<file path="config.mk">
export PLATFORM = sky130hd
export DESIGN_NAME = prot_reg_guard
export DESIGN_NICKNAME = d
export VERILOG_FILES = /design/src/rtl/prot_guard_pkg.sv /design/src/rtl/guard_decode.sv /design/src/rtl/guard_arm.sv /design/src/rtl/guard_prot_regs.sv /design/src/rtl/guard_status.sv /design/src/rtl/prot_reg_guard.sv
export SDC_FILE = /design/constraint.sdc
export NUM_CORES = 1
export LEC_CHECK = 0
export BUFFER_PORTS_ARGS = -buffer_cell sky130_fd_sc_hd__buf_2
export CAP_MARGIN = 15
export CORE_MARGIN = 2
export CORE_UTILIZATION = 29
export CTS_CLUSTER_DIAMETER = 200
export CTS_CLUSTER_SIZE = 16
export DETAILED_ROUTE_END_ITERATION = 6
export GPL_ROUTABILITY_DRIVEN = 1
export GPL_TIMING_DRIVEN = 0
export MAX_ROUTING_LAYER = met4
export PLACE_DENSITY = 0.73
export SLEW_MARGIN = 20
export SYNTH_ARGS = -nofsm -noshare
export SYNTH_HDL_FRONTEND = slang
export SYNTH_SLANG_ARGS = --single-unit
export TNS_END_PERCENT = 5
</file>
<file path="constraint.sdc">
create_clock -name clk_i -period 1.5 [get_ports clk_i]
set_clock_uncertainty 0.15 [all_clocks]
set_input_delay 0 -clock clk_i [delete_from_list [all_inputs] [get_ports clk_i]]
set_output_delay 0 -clock clk_i [all_outputs]
set_load 0.01 [all_outputs]
</file>
<file path="src/rtl/prot_guard_pkg.sv">
package prot_guard_pkg;
  localparam int unsigned ADDR_W = 32;
  localparam int unsigned DATA_W = 32;
  localparam int unsigned BE_W   = DATA_W / 8;
  localparam int unsigned WORD_LSB = $clog2(BE_W);

  localparam logic [ADDR_W-1:0] UNLOCK_ADDR = 32'hFFFF_F800;
  localparam logic [ADDR_W-1:0] CLKSEL_ADDR = 32'hFFFF_F804;
  localparam logic [ADDR_W-1:0] FLASH_ADDR  = 32'hFFFF_F808;
  localparam logic [ADDR_W-1:0] STATUS_ADDR = 32'hFFFF_F80C;

  localparam int unsigned MUL_W   = 2;
  localparam int unsigned FMODE_W = 8;
  localparam logic [MUL_W-1:0] MUL_RST = 2'b11;

  typedef enum logic [2:0] {
    SEL_NONE,
    SEL_UNLOCK,
    SEL_CLKSEL,
    SEL_FLASH,
    SEL_STATUS
  } reg_sel_e;
endpackage

</file>
<file path="src/rtl/guard_decode.sv">
module guard_decode
  import prot_guard_pkg::*;
(
  input  logic [ADDR_W-1:0] addr_i,
  input  logic [BE_W-1:0]   be_i,
  input  logic              we_i,
  output reg_sel_e          sel_o,
  output logic              unlock_wr_o,
  output logic              clksel_wr_o,
  output logic              flash_wr_o,
  output logic              status_wr_o
);
  localparam logic [BE_W-1:0] LANE0_ONLY = BE_W'(1);

  logic [ADDR_W-1:WORD_LSB] word;
  assign word = addr_i[ADDR_W-1:WORD_LSB];

  always_comb begin
    sel_o = SEL_NONE;
    if (word == UNLOCK_ADDR[ADDR_W-1:WORD_LSB])      sel_o = SEL_UNLOCK;
    else if (word == CLKSEL_ADDR[ADDR_W-1:WORD_LSB]) sel_o = SEL_CLKSEL;
    else if (word == FLASH_ADDR[ADDR_W-1:WORD_LSB])  sel_o = SEL_FLASH;
    else if (word == STATUS_ADDR[ADDR_W-1:WORD_LSB]) sel_o = SEL_STATUS;
  end

  // unlock needs an exact single-byte access on lane 0
  assign unlock_wr_o = we_i && (sel_o == SEL_UNLOCK) && (be_i == LANE0_ONLY);
  assign clksel_wr_o = we_i && (sel_o == SEL_CLKSEL) && be_i[0];
  assign flash_wr_o  = we_i && (sel_o == SEL_FLASH)  && be_i[0];
  assign status_wr_o = we_i && (sel_o == SEL_STATUS) && be_i[0];
endmodule

</file>
<file path="src/rtl/guard_arm.sv">
module guard_arm (
  input  logic clk_i,
  input  logic rst_ni,
  input  logic we_i,
  input  logic unlock_wr_i,
  output logic armed_o
);
  always_ff @(posedge clk_i or negedge rst_ni) begin
    if (!rst_ni)          armed_o <= 1'b0;
    else if (unlock_wr_i) armed_o <= 1'b1;
    else if (we_i)        armed_o <= 1'b0;
  end

  AST_UNLOCK_ARMS: assert property (@(posedge clk_i) disable iff (!rst_ni)
    unlock_wr_i |=> armed_o);
  AST_WRITE_DISARMS: assert property (@(posedge clk_i) disable iff (!rst_ni)
    (we_i && !unlock_wr_i) |=> !armed_o);
  AST_READ_KEEPS_ARM: assert property (@(posedge clk_i) disable iff (!rst_ni)
    !we_i |=> $stable(armed_o));
endmodule

</file>
<file path="src/rtl/guard_prot_regs.sv">
module guard_prot_regs
  import prot_guard_pkg::*;
(
  input  logic               clk_i,
  input  logic               rst_ni,
  input  logic               armed_i,
  input  logic               clksel_wr_i,
  input  logic               flash_wr_i,
  input  logic [DATA_W-1:0]  wdata_i,
  output logic [MUL_W-1:0]   mul_o,
  output logic [FMODE_W-1:0] fmode_o,
  output logic               bad_store_o
);
  logic [1:0] wr_req, wr_ok;
  assign wr_req = {flash_wr_i, clksel_wr_i};
  assign wr_ok  = wr_req & {2{armed_i}};
  assign bad_store_o = |wr_req && !armed_i;

  always_ff @(posedge clk_i or negedge rst_ni) begin
    if (!rst_ni)       mul_o <= MUL_RST;
    else if (wr_ok[0]) mul_o <= wdata_i[MUL_W-1:0];
  end

  always_ff @(posedge clk_i or negedge rst_ni) begin
    if (!rst_ni)       fmode_o <= '0;
    else if (wr_ok[1]) fmode_o <= wdata_i[FMODE_W-1:0];
  end

  AST_LOCKED_MUL_HOLDS: assert property (@(posedge clk_i) disable iff (!rst_ni)
    !armed_i |=> $stable(mul_o));
  AST_LOCKED_FMODE_HOLDS: assert property (@(posedge clk_i) disable iff (!rst_ni)
    !armed_i |=> $stable(fmode_o));
  AST_ARMED_MUL_LOADS: assert property (@(posedge clk_i) disable iff (!rst_ni)
    (armed_i && clksel_wr_i) |=> (mul_o == $past(wdata_i[MUL_W-1:0])));
endmodule

</file>
<file path="src/rtl/guard_status.sv">
module guard_status (
  input  logic clk_i,
  input  logic rst_ni,
  input  logic bad_store_i,
  input  logic status_wr_i,
  input  logic wbit_i,
  output logic err_o
);
  always_ff @(posedge clk_i or negedge rst_ni) begin
    if (!rst_ni)                      err_o <= 1'b0;
    else if (bad_store_i)             err_o <= 1'b1;
    else if (status_wr_i && !wbit_i)  err_o <= 1'b0;
  end

  AST_BAD_STORE_FLAGS: assert property (@(posedge clk_i) disable iff (!rst_ni)
    bad_store_i |=> err_o);
  AST_ERR_STICKY: assert property (@(posedge clk_i) disable iff (!rst_ni)
    (err_o && !(status_wr_i && !wbit_i)) |=> err_o);
endmodule

</file>
<file path="src/rtl/prot_reg_guard.sv">
module prot_reg_guard
  import prot_guard_pkg::*;
(
  input  logic               clk_i,
  input  logic               rst_ni,
  input  logic [ADDR_W-1:0]  addr_i,
  input  logic [DATA_W-1:0]  wdata_i,
  input  logic [BE_W-1:0]    be_i,
  input  logic               we_i,
  input  logic               re_i,
  output logic [DATA_W-1:0]  rdata_o,
  output logic [MUL_W-1:0]   pll_mul_o,
  output logic [FMODE_W-1:0] flash_mode_o,
  output logic               seq_err_o
);
  reg_sel_e sel;
  logic unlock_wr, clksel_wr, flash_wr, status_wr;
  logic armed, bad_store;

  guard_decode i_decode (
    .addr_i      (addr_i),
    .be_i        (be_i),
    .we_i        (we_i),
    .sel_o       (sel),
    .unlock_wr_o (unlock_wr),
    .clksel_wr_o (clksel_wr),
    .flash_wr_o  (flash_wr),
    .status_wr_o (status_wr)
  );

  guard_arm i_arm (
    .clk_i       (clk_i),
    .rst_ni      (rst_ni),
    .we_i        (we_i),
    .unlock_wr_i (unlock_wr),
    .armed_o     (armed)
  );

  guard_prot_regs i_regs (
    .clk_i       (clk_i),
    .rst_ni      (rst_ni),
    .armed_i     (armed),
    .clksel_wr_i (clksel_wr),
    .flash_wr_i  (flash_wr),
    .wdata_i     (wdata_i),
    .mul_o       (pll_mul_o),
    .fmode_o     (flash_mode_o),
    .bad_store_o (bad_store)
  );

  guard_status i_status (
    .clk_i       (clk_i),
    .rst_ni      (rst_ni),
    .bad_store_i (bad_store),
    .status_wr_i (status_wr),
    .wbit_i      (wdata_i[0]),
    .err_o       (seq_err_o)
  );

  always_comb begin
    rdata_o = '0;
    if (re_i) begin
      case (sel)
        SEL_CLKSEL: rdata_o = DATA_W'(pll_mul_o);
        SEL_FLASH:  rdata_o = DATA_W'(flash_mode_o);
        SEL_STATUS: rdata_o = DATA_W'(seq_err_o);
        default:    rdata_o = '0; // unlock register is write-only
      endcase
    end
  end

  always_comb begin
    if (re_i && sel == SEL_UNLOCK)
      AST_UNLOCK_READ_ZERO: assert (rdata_o == '0);
  end
endmodule

</file>
# == After elaboration in Yosys (flattened, before gate mapping) ==
# Index checks and enable logic that the tools add are counted.
# totals
reg_bits,12
input_bits,72
output_inout_bits,43
wordCells,39
# op_classes
n_eq_ne,9
mux,10
bitwise,1
n_reduce_logical,15
# ops
operator,count
30-bit equality test (second input constant),4
8-bit case mux with 3 select lines,1
3-bit two-way mux,4
1-bit logical AND,10
8-bit two-way mux,1
3-bit by 2-bit equality test with 1-bit output (second input constant),2
4-bit by 1-bit equality test with 1-bit output (second input constant),1
1-bit two-way mux,4
2-bit nonzero test,2
3-bit by 1-bit equality test with 1-bit output (second input constant),1
3-bit equality test (second input constant),1
2-bit AND,1
1-bit logical NOT,2
2-bit OR reduction,1

# == Depth between registers and ports, before layout ==
# Gate-level depths: netlist of the first run.
# depth
ltp_word,11
depth_mapped,5
depth_no_buf,4

# == Modules after synthesis ==
# Synthesis of the first run repeated with hierarchy kept, for this count alone.
# unflattened
cells_unflattened,95
area_unflattened_um2,928.4
# by_module_without_submodules
module,instances,cells_per_inst,area_per_inst_um2,seq_area_each_um2
guard_prot_regs,1,24,387.9,252.7
prot_reg_guard,1,38,287.8,0.0
guard_decode,1,27,177.7,0.0
guard_status,1,3,38.8,25.0
guard_arm,1,3,36.3,25.0

# == Worst setup path before layout of the first run ==
# Ideal clock, no wire load.
# synth_timing
path_kind,input-to-reg
from,input port addr_i[10]
to,register i_regs.fmode_o[0]
setup_time_ps,125
t_arrival_ps,1700
t_required_ps,1225
slack_ps,-475
stages,5
cell_sequence,nand4b_1 or4_4 or4_4 buf_6 mux2_4
# synth_via
elab_chain_cells,9
word_cells_on_any_way,12
cone_classes,eq/ne (5); mux (4); bitwise (1); reduce/logical (2)
# synth_lines
item,line,source
"start, declared",prot_reg_guard.sv:6,"input logic [ADDR_W-1:0] addr_i,"
30-bit equality test,guard_decode.sv:23,else if (word == STATUS_ADDR[ADDR_W-1:WORD_LSB]) sel_o = SEL_STATUS;
3-bit two-way mux,guard_decode.sv:23,
3-bit two-way mux,guard_decode.sv:22,else if (word == FLASH_ADDR[ADDR_W-1:WORD_LSB]) sel_o = SEL_FLASH;
3-bit two-way mux,guard_decode.sv:21,else if (word == CLKSEL_ADDR[ADDR_W-1:WORD_LSB]) sel_o = SEL_CLKSEL;
3-bit two-way mux *,guard_decode.sv:20,if (word == UNLOCK_ADDR[ADDR_W-1:WORD_LSB]) sel_o = SEL_UNLOCK;
3-bit by 2-bit equality test with 1-bit output *,guard_decode.sv:29,assign flash_wr_o = we_i && (sel_o == SEL_FLASH) && be_i[0];
1-bit logical AND * (2 in a row),guard_decode.sv:29,
2-bit AND *,guard_prot_regs.sv:16,assign wr_ok = wr_req & {2{armed_i}};
"end signal, assigned",guard_prot_regs.sv:26,else if (wr_ok[1]) fmode_o <= wdata_i[FMODE_W-1:0];
"end, declared",guard_prot_regs.sv:11,"output logic [FMODE_W-1:0] fmode_o,"
# Every way passes the cells marked *; elsewhere a longest branch is shown, timed or not.
# A chain may end at the register's enable or synchronous reset.

# == Worst setup path after layout of the first run ==
# layout_timing
from,input port addr_i[8]
to,register i_regs.fmode_o[4]
# The elaborated chain is that of the path after synthesis.

==> run summary, run 1 <==
status: finished, violations left
failing checks: negative setup slack
synthesized cell area: 927.1 um^2
critical path capture point type: register
Rows: 20
Data arrival, critical path: 1.69 ns
flops & latches, synth: 12
worst slack, placed: -0.4941 ns
grt ovf: 0
clock network power share: 32.4%
final hold vios: 0
share of layout cells above drive strength 1: 57.00%
Pwr Total: 0.7743 mW
synthesis-to-layout area growth: 75.71%
H-tree levels: 1
Die H: 60.54 um
CTS tree: built
leading area contributor after synthesis: dfrtp_1
synthesized instance count: 93
CTS Buffer Depth: 2
commonest non-fill, non-tap cell in the layout: buf_2
fin crit period: 1.681 ns
Nets: 273
Root Buffer: clkbuf_4
Pleak: 0.9322 nW
most frequent cells in the layout: buf_2 (63), buf_4 (25), conb_1 (24)
max cap viols: 0
die area: 3665 um^2
GRT Resource Usage Total: 14.02%
number of clock buffers inserted by TritonCTS: 3
drt via density: 3.980
Netlist cell types: 29
dpl hpwl: 1885 um
router iterations before antenna repair: 4
DR WL/cell: 10.22 um
kind of critical path: input port to register
total core area: 3053 um^2
Ant. Diodes: 0
Routed Wire Length: 2493 um
fin. max-slew vios: 0
worst-margin pin slew: 0.5180 ns
top-area cell type share of the netlist area: 26.99%
Worst Setup Start Kind: input port
Worst Path Required: 1.51 ns
worst vdd ir: 0.0002035 V
drc violations: 0
Comb power frac: 25.9%
syn avg cell area: 9.969 um^2
Starting Density: 30.37%
vias in the first global route: 921
worst min path class: input port to register
Detailed Route Iter0 Violations: 22
num ports: 115
pin count of the biggest net entering global routing: 11
CP max FO: 8
Net Switching: 0.1812 mW
CTS clock-pin slew for the worst setup and hold paths: 0.07 ns
Final Setup Violations: 8
Tcrit/Tclk final: 112.1%
Final WS setup: -0.1814 ns
Skew-Pair Late Insertion Delay: 0.27 ns
clk sinks: 12
DRT antenna net count: 0
top cells by area, synth: dfrtp_1 (27%), buf_4 (19%), mux2_4 (13%)
Max transition margin: 65.15%
die extent in x: 60.54 um
port buffer count: 64
via count: 971
Final GP Congestion: 0.8109
sequential area share after synthesis: 32.66%
Net Sw Frac: 23.41%
pwr dens: 475.3 nW/um^2
initial antenna violation count: 0
RSZ-0062 raised after global routing: yes
first-pass GRT wire length: 3663 um
synth warn: 0
FMAX: 594.7 MHz
Seq pwr share: 41.8%
internal power: 0.5930 mW
## synthesized netlist by cell type (all sizes together)
| cell type | count |
|---|---|
| a21oi | 1 |
| and2 | 7 |
| nand3b | 1 |
| nand2 | 5 |
| o41ai | 1 |
| or2 | 1 |
| dfstp | 2 |
| nor4 | 1 |
| buf | 25 |
| nor3 | 2 |
| nor4bb | 2 |
| mux2 | 11 |
| nand4 | 4 |
| nand3 | 2 |
| a31oi | 1 |
| nand4b | 2 |
| o22ai | 1 |
| conb | 1 |
| nor2b | 1 |
| dfrtp | 10 |
| a41oi | 1 |
| or4 | 2 |
| and4b | 1 |
| a22oi | 1 |
| nor2 | 4 |
| inv | 2 |
| and3 | 1 |
## sequential cells by signal (all words and copies together), names as in the netlist
signal,cells
i_status.err_o,1
i_regs.mul_o,2
i_regs.fmode_o,8
i_arm.armed_o,1
## repair_timing
| action | 4_1_cts | 5_1_grt |
|---|---|---|
| endpoints found under the setup margin | 16 | 16 |
| pin swaps | 1 | 4 |
| hold endpoints to repair | 24 | 0 |
| hold buffers | 16 | 0 |
| setup buffers | 1 | 0 |
| gates resized for setup | 2 | 7 |
## cell type report
class	count	area [um^2]
inverters	2	7.507
fillers	295	1424
repair buffers	81	494.2
plain buffers	24	180.2
flip-flops and latches	12	302.8
multi-input cells	77	553.0
well taps	44	55.05
clock buffers	4	36.28
## cells by family after synthesis
logic type,count (synthesis),synth area share (%)
simple gates,36,24.29
buf+inv,27,21.46
flops,12,32.66
mux,11,16.60
compound gates,6,4.589
other cells,1,0.4045
## critical path: stages
cell and delay [ns]:
buf_6 0.09, nand4b_1 0.17, or4_4 0.54, or4_4 0.55, mux2_4 0.34
## routing by layer
metal | track usage, % | vias to the layer above | share of wire (%)
met1 | 13.25 | 419 | 37
met4 | 4.658 | 0 | 1.0
met5 | - | - | 0
li1 | - | 498 | -
met3 | 1.919 | 4 | 7.1
met2 | 28.42 | 50 | 55
## power groups by stage
stage | Clock (mW) | Sequential, mW | Combinational, mW
finish | 0.251 | 0.324 | 0.200
CTS | 0.259 | 0.324 | 0.192
detailed placement | 0 | 0.330 | 0.157
global route | 0.274 | 0.324 | 0.220
global placement | 0 | 0.330 | 0.155
floorplan | 0 | 0.330 | 0.0878
## stage by stage
| step | instance area [um^2] | util, % | hold WS (ns) | std cells | TNS (ns) |
|---|---|---|---|---|---|
| after floorplan | 1017 | - | -0.4456 | 116 | -2.739 |
| after global placement | 1393 | 45.61 | -0.2639 | 224 | -5.732 |
| after detailed placement | 1393 | 45.61 | -0.2608 | 224 | -5.852 |
| after CTS | 1593 | 52.17 | 0.02541 | 244 | -1.556 |
| after global routing | 1629 | 53.36 | 0.06512 | 244 | -2.048 |
| final | 1629 | 53.36 | 0.02659 | 244 | -1.382 |
## path summary, 6_finish.rpt
check | start | depth (start not counted) | slack, ns | endpoint
setup / recovery | addr_i[8] | 5 | -0.18 | i_regs.fmode_o[4]$_DFFE_PN0P_
hold / removal | addr_i[25] | 5 | 0.03 | i_arm.armed_o$_DFFE_PN0P_
setup reg to reg | i_arm.armed_o$_DFFE_PN0P_ | 3 | -0.15 | i_regs.fmode_o[4]$_DFFE_PN0P_
hold reg to reg | i_regs.fmode_o[3]$_DFFE_PN0P_ | 1 | 0.37 | i_regs.fmode_o[3]$_DFFE_PN0P_
max in group asynchronous | rst_ni | 3 | 0.24 | i_regs.fmode_o[3]$_DFFE_PN0P_
min in group asynchronous | rst_ni | 2 | 0.09 | i_regs.mul_o[0]$_DFFE_PN1P_
Power figures use the tool's default switching activity.
==> run 2: changes to the inputs <==
--- a/config.mk
+++ b/config.mk
@@ -7,15 +7,17 @@
 export LEC_CHECK = 0
 export BUFFER_PORTS_ARGS = -buffer_cell sky130_fd_sc_hd__buf_2
 export CAP_MARGIN = 15
+export CELL_PAD_IN_SITES_DETAIL_PLACEMENT = 0
+export CELL_PAD_IN_SITES_GLOBAL_PLACEMENT = 2
 export CORE_MARGIN = 2
-export CORE_UTILIZATION = 29
+export CORE_UTILIZATION = 13
 export CTS_CLUSTER_DIAMETER = 200
 export CTS_CLUSTER_SIZE = 16
 export DETAILED_ROUTE_END_ITERATION = 6
 export GPL_ROUTABILITY_DRIVEN = 1
 export GPL_TIMING_DRIVEN = 0
 export MAX_ROUTING_LAYER = met4
-export PLACE_DENSITY = 0.73
+export PLACE_DENSITY = 0.7
 export SLEW_MARGIN = 20
 export SYNTH_ARGS = -nofsm -noshare
 export SYNTH_HDL_FRONTEND = slang
==> run summary, run 2 (same netlist as run 1, synthesis figures left out) <==
status: finished, violations left
failing checks: negative setup slack
clk sinks: 12
initial antenna violation count: 0
worst min path class: input port to async pin
Top delay family on crit path: simple AND/OR/NAND/NOR gates
Filler cells: 781
Tcrit/Tclk final: 117.4%
drc violations: 0
worst reg-to-reg setup slack: -0.22 ns
H-tree levels: 1
vias in the first global route: 906
Detailed Route Iter0 Violations: 18
Reg with most FFs: i_regs.fmode_o
fin area: 1662 um^2
Data arrival, critical path: 1.73 ns
max incr delay on CP: 0.57 ns
Nets: 271
kind of critical path: input port to register
Max transition margin: 60.19%
Die H: 88.45 um
CTS tree: built
worst reg2reg endpoint: i_regs.fmode_o[2]$_DFFE_PN0P_
Routed Wire Length: 2682 um
port buffer count: 64
fin crit period: 1.760 ns
Ant. Diodes: 0
via count: 948
Pleak: 0.9009 nW
number of clock buffers inserted by TritonCTS: 3
CTS Buffer Depth: 2
Final GP Congestion: 0.7168
grt ovf: 0
area occupied by registers: 302.8 um^2
worst r2r src: i_arm.armed_o$_DFFE_PN0P_
drt via density: 3.235
Post-CTS Setup Bufs: 0
Worst Setup Start Kind: input port
RSZ-0062 raised after global routing: yes
Levels on crit path: 5
CTS clock-pin slew for the worst setup and hold paths: 0.05 ns
synthesis-to-layout area growth: 79.22%
Rows: 30
Skew-Pair Late Insertion Delay: 0.23 ns
Final WS setup: -0.2604 ns
pwr dens: 484.3 nW/um^2
die area: 7823 um^2
pin count of the biggest net entering global routing: 13
first-pass GRT wire length: 3960 um
most frequent CP cell: or4_4
placed cell areas: 1458 um^2
share of layout cells above drive strength 1: 56.35%
num ports: 115
area of the multi-input gates: 533.0 um^2
die extent in x: 88.45 um
cell chain of the critical path: buf_6 > nand4b_1 > or4_4 > or4_4 > mux2_4
most frequent cells in the layout: buf_2 (63), buf_4 (24), conb_1 (24)
dpl hpwl: 2204 um
worst vdd ir: 0.0001940 V
router iterations before antenna repair: 4
max reg flops: 8
FMAX: 568.1 MHz
crit path max-delay cell type: or4_4
Bufs and invs on worst path: 1
DR WL/cell: 9.154 um
Top Registers: i_regs.fmode_o x8, i_regs.mul_o x2
Root Buffer: clkbuf_8
Starting Density: 13.57%
fin. max-slew vios: 0
critical path capture point type: register
commonest non-fill, non-tap cell in the layout: buf_2
worst-margin pin slew: 0.5917 ns
Final Setup Violations: 16
Worst Hold Slack: 0.01760 ns
DRT antenna net count: 0
Worst R2R Path Depth: 3
max cap viols: 0
Worst Path Required: 1.47 ns
total core area: 6832 um^2
CP max FO: 8
final hold vios: 0
GRT Resource Usage Total: 6.647%
-- run 2: how the worst max path moves through the flow --
stage | end | startpoint | slack [ns]
2_1_floorplan | i_regs.fmode_o[0]$_DFFE_PN0P_ | addr_i[8] | -0.34
3_3_place_gp | i_regs.fmode_o[7]$_DFFE_PN0P_ | addr_i[5] | -0.55
3_5_place_dp | i_regs.fmode_o[2]$_DFFE_PN0P_ | addr_i[5] | -0.56
4_1_cts | i_regs.fmode_o[2]$_DFFE_PN0P_ | addr_i[10] | -0.26
5_1_grt | i_regs.fmode_o[5]$_DFFE_PN0P_ | addr_i[10] | -0.30
6_report | i_regs.fmode_o[2]$_DFFE_PN0P_ | addr_i[10] | -0.26
-- run 2: where the power goes --
group / switching (mW) / total (mW) / internal (mW)
Combinational: 0.0762 / 0.195 / 0.118
Clock: 0.109 / 0.286 / 0.176
Sequential: 0.000000000279 / 0.324 / 0.324
-- run 2: area by class of cell --
cell class                 instances  area share (%)
clock buffer                       3           2.485
timing repair buffer              79           28.69
inverter                           2          0.4518
sequential                        12           18.22
buffer                            24           10.84
tap                               96           7.229
multi-input combinational         77           32.08
-- run 2: per-layer routing --
layer / part of all wire (%) / routed length (um) / track usage (%)
met5: 0 / 0 / -
met4: 0 / 0 / 1.240
met3: 9.8 / 263 / 1.213
met2: 47 / 1249 / 11.41
met1: 44 / 1169 / 8.207
-- run 2: per-stage QoR --
step / util [%] / cells / setup WS [ns] / TNS (ns) / power [mW]
after floorplan: - / 116 / -0.3423 / -2.739 / 0.4176
after global placement: 21.34 / 276 / -0.5531 / -7.190 / 0.4862
after detailed placement: 21.34 / 276 / -0.5642 / -7.690 / 0.4872
after CTS: 24.27 / 293 / -0.2623 / -3.260 / 0.8120
after global routing: 24.32 / 293 / -0.2975 / -4.324 / 0.8447
final: 24.32 / 293 / -0.2604 / -2.973 / 0.8048
-- run 2: timing repair --
item,4_1_cts,5_1_grt
hold endpoints to repair,24,0
setup endpoints to repair,16,18
gates resized for setup,4,1
pin swaps,1,0
hold buffers,15,0
==> run 3: changes to the inputs <==
--- a/config.mk
+++ b/config.mk
@@ -5,7 +5,7 @@
 export SDC_FILE = /design/constraint.sdc
 export NUM_CORES = 1
 export LEC_CHECK = 0
-export BUFFER_PORTS_ARGS = -buffer_cell sky130_fd_sc_hd__buf_2
+export BUFFER_PORTS_ARGS = -buffer_cell sky130_fd_sc_hd__buf_4
 export CAP_MARGIN = 15
 export CELL_PAD_IN_SITES_DETAIL_PLACEMENT = 0
 export CELL_PAD_IN_SITES_GLOBAL_PLACEMENT = 2
==> constraint.sdc (replaced) <==
create_clock -name clk_i -period 1.5 [get_ports clk_i]
set_clock_uncertainty 0.15 [all_clocks]
set_input_delay 0 -clock clk_i [delete_from_list [all_inputs] [get_ports clk_i]]
set_output_delay 0 -clock clk_i [all_outputs]
set_load 0.005 [all_outputs]
==> run summary, run 3 (same netlist as run 1, synthesis figures left out) <==
max cap viols: 0
share of layout cells above drive strength 1: 57.00%
pin count of the biggest net entering global routing: 11
commonest non-fill, non-tap cell in the layout: buf_4
cell chain of the critical path: buf_6 > nand4b_1 > or4_4 > or4_4 > buf_8 > mux2_4
via count: 993
most frequent cells in the layout: buf_4 (87), conb_1 (24), dlygate4sd3_1 (16)
most frequent CP cell: or4_4
total core area: 6832 um^2
post-placement cell count: 276
CP max FO: 8
M3 GR Usage: 1.119%
Final GP Congestion: 0.7429
Top Registers: i_regs.fmode_o x8, i_regs.mul_o x2
worst vdd ir: 0.0002306 V
CTS clock-pin slew for the worst setup and hold paths: 0.05 ns
Detailed Route Iter0 Violations: 21
number of clock buffers inserted by TritonCTS: 3
clk sinks: 12
RSZ-0062 raised after global routing: yes
Tcrit/Tclk final: 117.3%
Final Setup Violations: 16
dpl hpwl: 2347 um
Worst Setup Start Kind: input port
max incr delay on CP: 0.57 ns
final hold vios: 0
Die H: 88.45 um
CTS tree: built
Reg with most FFs: i_regs.fmode_o
Data arrival, critical path: 1.73 ns
synthesis-to-layout area growth: 100.7%
Routed Wire Length: 2777 um
Starting Density: 13.57%
router iterations before antenna repair: 3
Final WS setup: -0.2597 ns
DR WL/cell: 9.382 um
worst-margin pin slew: 0.5890 ns
Root Buffer: clkbuf_8
die area: 7823 um^2
Nets: 273
first-pass GRT wire length: 4243 um
met2 Usage GRT: 12.24%
Skew-Pair Late Insertion Delay: 0.23 ns
Rows: 30
CTS Buffer Depth: 2
H-tree levels: 1
Pleak: 0.9554 nW
GRT Resource Usage Total: 7.066%
Worst Path Required: 1.47 ns
Worst Hold Slack: 0.07528 ns
drc violations: 0
kind of critical path: input port to register
port buffer count: 64
crit path max-delay cell type: or4_4
Post-Layout Cell Count: 296
worst min path class: input port to register
worst reg-to-reg setup slack: -0.23 ns
fin. max-slew vios: 0
FMAX: 568.3 MHz
fin crit period: 1.760 ns
met1 usage: 8.497%
layer with the highest usage: met2
Ant. Diodes: 0
critical path capture point type: register
vias in the first global route: 993
drt via density: 3.355
grt ovf: 0
DRT antenna net count: 0
pwr dens: 476.2 nW/um^2
max reg flops: 8
failing checks: negative setup slack
status: finished, violations left
initial antenna violation count: 0
die extent in x: 88.45 um
Max transition margin: 60.37%
num ports: 115
run 3: changes by cell type in the layout (fill, tap and decap cells not counted):
cell           before  now
nor2_2              0    1
clkbuf_8            3    4
buf_2              63    0
dlygate4sd3_1      15   16
buf_8               0    1
nor2_1              4    3
buf_4              24   87
run 3: worst max-delay path, delay by kind of cell:
kind / cells / cell delay (ns)
buffers and inverters: 2 / 0.25
muxes: 1 / 0.29
and+or+nand+nor: 3 / 1.19
run 3: worst paths after layout:
path	startpoint	to	cells past startpoint
worst max register to register	i_arm.armed_o$_DFFE_PN0P_	i_regs.fmode_o[6]$_DFFE_PN0P_	4
min in group asynchronous	rst_ni	i_regs.mul_o[1]$_DFFE_PN1P_	2
max in group asynchronous	rst_ni	i_regs.fmode_o[3]$_DFFE_PN0P_	3
worst min register to register	i_regs.fmode_o[4]$_DFFE_PN0P_	i_regs.fmode_o[4]$_DFFE_PN0P_	1
worst min-delay path	addr_i[8]	i_arm.armed_o$_DFFE_PN0P_	5
worst max-delay path	addr_i[8]	i_regs.fmode_o[6]$_DFFE_PN0P_	6
run 3: through the flow:
stage / TNS (ns) / setup slack, ns / cell area (um^2) / total power [mW] / util [%]
2_1_floorplan: -2.739 / -0.3423 / 1017 / 0.4036 / -
3_3_place_gp: -7.346 / -0.5492 / 1618 / 0.5048 / 23.68
3_5_place_dp: -7.903 / -0.6062 / 1618 / 0.5072 / 23.68
4_1_cts: -3.151 / -0.2672 / 1861 / 0.8988 / 27.23
5_1_grt: -4.185 / -0.3012 / 1861 / 0.9420 / 27.23
6_report: -2.857 / -0.2597 / 1861 / 0.8860 / 27.23
run 3: area by class of cell:
class | instances | area, um^2
Fill cell | 740 | 4971
Clock buffer | 4 | 55.05
Buffer | 25 | 195.2
Timing Repair Buffer | 80 | 644.4
Multi-Input combinational cell | 77 | 535.5
Tap cell | 96 | 120.1
Inverter | 2 | 7.507
Sequential cell | 12 | 302.8
run 3: repair_timing:
item / 4_1_cts / 5_1_grt
setup buffers: 0 / 0
cloned: 0 / 0
endpoints found under the hold margin: 24 / 0
gates resized for setup: 6 / 0
hold buffers: 16 / 0
setup endpoints to repair: 18 / 18
run 3: where the power goes:
part	leakage, nW	internal, mW	switching [mW]
logic	0.766	0.151	0.0656
clock network	0.0288	0.231	0.114
registers	0.160	0.324	0.000000000277
run 3: metal layers:
metal	part of all wire, %	up-vias
met2	48	61
met5	0	-
met4	0	0
met3	10	0
li1	-	496
met1	42	436
